==> src/rtl/pinco_pkg.sv <==
package pinco_pkg;

    typedef enum logic {
        MODE_CARRIER = 1'b0,
        MODE_TIMING  = 1'b1
    } loop_mode_e;

    typedef enum logic {
        ST_IDLE  = 1'b0,
        ST_TRACK = 1'b1
    } trk_state_e;

endpackage

==> src/rtl/pinco_ctrl.sv <==
module pinco_ctrl
    import pinco_pkg::*;
(
    input  logic       clk,
    input  logic       rst_n,
    input  logic       clr,
    input  logic       vld,
    input  loop_mode_e mode_in,
    output trk_state_e st_q,
    output loop_mode_e act_mode_q,
    output loop_mode_e eff_mode,
    output logic       upd
);

    trk_state_e st_d;

    // next state
    always_comb begin
        st_d = st_q;
        unique case (st_q)
            ST_IDLE:  if (!clr && vld) st_d = ST_TRACK;
            ST_TRACK: if (clr)         st_d = ST_IDLE;
            default:                   st_d = ST_IDLE;
        endcase
        if (clr) st_d = ST_IDLE;
    end

    // state register
    always_ff @(posedge clk or negedge rst_n) begin
        if (!rst_n) st_q <= ST_IDLE;
        else        st_q <= st_d;
    end

    // outputs: mode capture on the first update of a packet
    always_ff @(posedge clk or negedge rst_n) begin
        if (!rst_n) begin
            act_mode_q <= MODE_CARRIER;
        end else if (!clr && vld && st_q == ST_IDLE) begin
            act_mode_q <= mode_in;
        end
    end

    assign eff_mode = (st_q == ST_IDLE) ? mode_in : act_mode_q;
    assign upd      = vld && !clr;

endmodule

==> src/rtl/pinco_filter.sv <==
module pinco_filter
    import pinco_pkg::*;
#(
    parameter int ERR_W = 16,
    parameter int ACC_W = 32,
    parameter int CR_KP = 11,
    parameter int CR_KI = 14,
    parameter int TR_KP = 12,
    parameter int TR_KI = 17
) (
    input  logic                    clk,
    input  logic                    rst_n,
    input  logic                    clr,
    input  logic                    upd,
    input  loop_mode_e              mode,
    input  logic signed [ERR_W-1:0] err,
    output logic signed [ACC_W-1:0] integ_q,
    output logic signed [ACC_W-1:0] freq_d,
    output logic signed [ACC_W-1:0] freq_q
);

    localparam int ALIGN = ACC_W - ERR_W;
    localparam logic signed [ACC_W-1:0] S_MAX = {1'b0, {(ACC_W-1){1'b1}}};
    localparam logic signed [ACC_W-1:0] S_MIN = {1'b1, {(ACC_W-1){1'b0}}};

    function automatic logic signed [ACC_W-1:0] sat_add(
        input logic signed [ACC_W-1:0] a,
        input logic signed [ACC_W-1:0] b
    );
        logic [ACC_W:0] s;
        s = {a[ACC_W-1], a} + {b[ACC_W-1], b};
        if (s[ACC_W] != s[ACC_W-1]) return s[ACC_W] ? S_MIN : S_MAX;
        return s[ACC_W-1:0];
    endfunction

    int kp_sh;
    int ki_sh;
    logic signed [ACC_W-1:0] e_ext;
    logic signed [ACC_W-1:0] prop;
    logic signed [ACC_W-1:0] inc;
    logic signed [ACC_W-1:0] integ_d;

    always_comb begin
        unique case (mode)
            MODE_CARRIER: begin kp_sh = CR_KP; ki_sh = CR_KI; end
            MODE_TIMING:  begin kp_sh = TR_KP; ki_sh = TR_KI; end
            default:      begin kp_sh = CR_KP; ki_sh = CR_KI; end
        endcase
    end

    generate
        if (ALIGN > 0) begin : g_align
            assign e_ext = {err, {ALIGN{1'b0}}};
        end else begin : g_noalign
            assign e_ext = err[ERR_W-1 -: ACC_W];
        end
    endgenerate

    always_comb begin
        prop    = e_ext >>> kp_sh;
        inc     = e_ext >>> ki_sh;
        integ_d = sat_add(integ_q, inc);
        freq_d  = sat_add(prop, integ_d);
    end

    always_ff @(posedge clk or negedge rst_n) begin
        if (!rst_n) begin
            integ_q <= '0;
            freq_q  <= '0;
        end else if (clr) begin
            integ_q <= '0;
            freq_q  <= '0;
        end else if (upd) begin
            integ_q <= integ_d;
            freq_q  <= freq_d;
        end
    end

endmodule

==> src/rtl/pinco_nco.sv <==
module pinco_nco #(
    parameter int W = 32
) (
    input  logic         clk,
    input  logic         rst_n,
    input  logic         clr,
    input  logic         upd,
    input  logic [W-1:0] step,
    output logic [W-1:0] phase_q
);

    always_ff @(posedge clk or negedge rst_n) begin
        if (!rst_n)    phase_q <= '0;
        else if (clr)  phase_q <= '0;
        else if (upd)  phase_q <= phase_q + step;
    end

endmodule

==> src/rtl/pi_shift_nco.sv <==
module pi_shift_nco
    import pinco_pkg::*;
#(
    parameter int ERR_W = 16,
    parameter int ACC_W = 32,
    parameter int CR_KP = 11,
    parameter int CR_KI = 14,
    parameter int TR_KP = 12,
    parameter int TR_KI = 17
) (
    input  logic             clk,
    input  logic             rst_n,
    input  logic             clr_i,
    input  logic             mode_i,
    input  logic             err_vld_i,
    input  logic [ERR_W-1:0] err_i,
    output logic [ACC_W-1:0] phase_o,
    output logic [ACC_W-1:0] freq_o
);

    trk_state_e              st_q;
    loop_mode_e              act_mode;
    loop_mode_e              eff_mode;
    logic                    upd;
    logic signed [ACC_W-1:0] integ_q;
    logic signed [ACC_W-1:0] freq_d;
    logic signed [ACC_W-1:0] freq_q;

    pinco_ctrl u_ctrl (
        .clk        (clk),
        .rst_n      (rst_n),
        .clr        (clr_i),
        .vld        (err_vld_i),
        .mode_in    (loop_mode_e'(mode_i)),
        .st_q       (st_q),
        .act_mode_q (act_mode),
        .eff_mode   (eff_mode),
        .upd        (upd)
    );

    pinco_filter #(
        .ERR_W (ERR_W),
        .ACC_W (ACC_W),
        .CR_KP (CR_KP),
        .CR_KI (CR_KI),
        .TR_KP (TR_KP),
        .TR_KI (TR_KI)
    ) u_filter (
        .clk     (clk),
        .rst_n   (rst_n),
        .clr     (clr_i),
        .upd     (upd),
        .mode    (eff_mode),
        .err     (err_i),
        .integ_q (integ_q),
        .freq_d  (freq_d),
        .freq_q  (freq_q)
    );

    pinco_nco #(
        .W (ACC_W)
    ) u_nco (
        .clk     (clk),
        .rst_n   (rst_n),
        .clr     (clr_i),
        .upd     (upd),
        .step    (freq_d),
        .phase_q (phase_o)
    );

    assign freq_o = freq_q;

endmodule

==> config.mk <==
export PLATFORM = sky130hd
export DESIGN_NAME = pi_shift_nco
export DESIGN_NICKNAME = d
export VERILOG_FILES = /design/src/rtl/pinco_pkg.sv /design/src/rtl/pinco_ctrl.sv /design/src/rtl/pinco_filter.sv /design/src/rtl/pinco_nco.sv /design/src/rtl/pi_shift_nco.sv
export SDC_FILE = /design/constraint.sdc
export NUM_CORES = 1
export LEC_CHECK = 0
export CAP_MARGIN = 10
export CORE_AREA = 5 5 174 176
export DETAILED_ROUTE_END_ITERATION = 7
export DIE_AREA = 0 0 179 181
export HOLD_SLACK_MARGIN = 0.03
export RECOVER_POWER = 25
export SLEW_MARGIN = 0
export SYNTH_ARGS = -nofsm -noshare
export SYNTH_HDL_FRONTEND = slang
export SYNTH_HIERARCHICAL = 1
export SYNTH_SLANG_ARGS = --single-unit
export TNS_END_PERCENT = 50
==> constraint.sdc <==
create_clock -name clk -period 22.8 [get_ports clk]
set_clock_uncertainty 0.05 [all_clocks]
set_input_delay 4.56 -clock clk [delete_from_list [all_inputs] [get_ports clk]]
set_output_delay 4.56 -clock clk [all_outputs]
set_load 0.01 [all_outputs]
==> metrics <==
Post-DRT Antenna Nets=0; Clock Sinks=98; Max-Cap Viols=3; Synth top area share=24.9%; Top Layer Used=met4; number of DRC markers in iteration 0=615; CTS tree=built; Hold Crit Start=u_filter/integ_q[11]$_DFFE_PN0P_; Routed Wire Length=30000 µm; Area Growth Syn to Fin=14.3%; leakage=0.00513 µW; met2 WL=14500 µm; wl on met1=13600 µm; ys flop type=dfrtp_1; fillers=2994; post-CTS setup buffer count=0; worst path arrival time=15.25 ns; Setup Viol. Count Final=0; gate count after technology mapping=1258; asr flop ratio synth=100%; met3 routed WL=1170 µm; most used cell, CP=ha_1; via count=9266; grt ovf=0; status=finished, violations left; Fmax achieved=0.0664 GHz; final core utilization=39.5%; Root Driver=clkbuf_16; crit end category=flip-flop; slowest CP cell=o2bb2ai_4; HPWL after DPL=23000 µm; Die Height=181 µm; clock latency on the worst-skew pair=0.36 ns; hold_buf cts=0; GRT Overall Usage=18.4%; H-Tree Depth=3; CP max FO=37; Final Hold Violating Endpoints=0; site row count=62; post_cts resized=0; maximum clock path buffer count=2; Vias/cell=5.46; Num CTS Buffers=9; Die X=179 µm; Reg2Reg Launch Point=u_ctrl/st_q$_DFF_PN0_; io pins=85; drt first pass iters=5; reg2reg end=u_nco/phase_q[31]$_DFFE_PN0P_; P per Cell Area=154 nW/µm²; post-synth top area cell=dfrtp_1; top post-synthesis cells by area=dfrtp_1 (25%), ha_1 (12%), nor2_1 (6.6%); slew margin rel.=-126%; ANT cells=0; top cells by instance count after synthesis=nor2_1 (172), nand2_1 (169), a21oi_1 (106), dfrtp_1 (98), ha_1 (95); Core Area=28500 µm²; Worst Reg-to-Reg Cells=37; nets@finish=1427; Worst Path Class, Setup=in2reg; CP Data Required Time=22.99 ns; Critical Path Start=mode_i; initial antenna violation count=0; yosys warns=6; CP max stage delay=0.61 ns; Avg Cell Area, Syn=7.82 µm²; worst hold path depth=2; Final period util=66.1%; peak supply drop=92.6 µV; number of global-route vias before repair=9316; clk slew on worst S/H paths=0.08 ns; Hold Path Class=reg2reg; startpoint types=input pin; Slew @ Worst Pin=3.38 ns; Initial Util=34.6%; die area=32400 µm²; FF-to-FF setup slack=11.99 ns; Unique masters post-synth=88; first-pass GRT wire length=48700 µm; Slew Viols, Final=172; flops & latches, synth=98; GPL Wtd Cong=0.936; largest net degree at the start of global routing=71; RSZ-0062 raised after global routing=no; post-layout min period=15.07 ns; Synth Cell Area=9840 µm²; register area share after synthesis=24.9%; Remaining DRCs=0; EDFF count, synth=0; post-route setup TNS=0 ns; most common cell in the netlist=nor2_1; Hold Path Sink=u_filter/integ_q[11]$_DFFE_PN0P_; failing checks=capacitance limit, slew limit; WL/cell=17.7 µm; final hold slack=0.445 ns; share of cells above drive strength 1=5.94%; PortBufs=84
layout by cell type (no fill, tap or decap), types with 32 or more instances in the layout:
cell type        synthesis  layout
nor2_1                 172     172
nand2_1                169     169
a21oi_1                106     106
dfrtp_1                 98      98
ha_1                    95      95
clkdlybuf4s50_1          0      82
o21ai_0                 62      62
xnor2_1                 45      45
a21o_1                  38      38
inv_1                   35      35
xor2_1                  32      32
metrics by stage:
stage	power, µW	instances	setup WS (ns)	area [µm²]
3_3_place_gp	1550	1681	7.76	11000
3_5_place_dp	1560	1681	7.64	11000
4_1_cts	1730	1697	7.96	11300
2_1_floorplan	1230	1261	9.91	9850
5_1_grt	1890	1697	6.82	11200
6_report	1730	1697	7.73	11200
cell families after synthesis:
logic type	after synthesis	synth area share [%]
and+or+nand+nor	483	22.2
other	1	0.0381
buffers and inverters	92	4.06
adders and majority gates	98	12.7
DFF	98	24.9
muxes	17	1.79
AOI/OAI and AO/OA	391	27.2
xor gates and xnor gates	78	7.02
sequential cells by signal, indices dropped and copies added (netlist names):
signal / flops
u_ctrl/st_q: 1
u_nco/phase_q: 32
u_ctrl/act_mode_q: 1
u_filter/integ_q: 32
u_filter/freq_q: 32
power breakdown:
group | leakage [µW] | switching [µW] | internal (µW) | total (µW)
registers | 0.00132 | 34.3 | 212 | 247
clock network | 0.000142 | 81.1 | 79.8 | 161
logic | 0.00367 | 793 | 530 | 1320
total | 0.00513 | 908 | 822 | 1730
layout make-up:
cell class	count	area [µm²]	area share [%]
well taps	384	480	4.27
clock inverters	6	53.8	0.478
inverters	35	131	1.17
flip-flops and latches	98	2450	21.8
repair buffers	93	890	7.91
clock buffers	10	239	2.12
multi-input cells	1071	7000	62.2
how the worst max path moves through the flow:
stage                                          endpoint  slack (ns)  depth (start not counted)
after floorplan           u_nco/phase_q[31]$_DFFE_PN0P_        9.91                         45
after global placement    u_nco/phase_q[26]$_DFFE_PN0P_        7.76                         38
after detailed placement  u_nco/phase_q[26]$_DFFE_PN0P_        7.64                         38
after CTS                 u_nco/phase_q[31]$_DFFE_PN0P_        7.96                         38
after global routing      u_nco/phase_q[31]$_DFFE_PN0P_        6.82                         38
final                     u_nco/phase_q[31]$_DFFE_PN0P_        7.73                         38
metal layers:
layer  track usage, %  up-vias
li1                 -     4623
met1             24.0     4381
met2             31.7      224
met3             2.11       38
met4             5.80        0
met5                0        -
critical path, delay by kind of cell:
| family | cells | cell delay, ns |
|---|---|---|
| AO/OA/AOI/OAI | 19 | 5.80 |
| XOR/XNOR | 1 | 0.22 |
| adder cells (fa/ha/maj) | 4 | 1.19 |
| buffers and inverters | 3 | 0.99 |
| multiplexers | 1 | 0.48 |
| AND/OR/NAND/NOR | 10 | 1.97 |
Note: power is estimated with default switching activity, not from simulation.
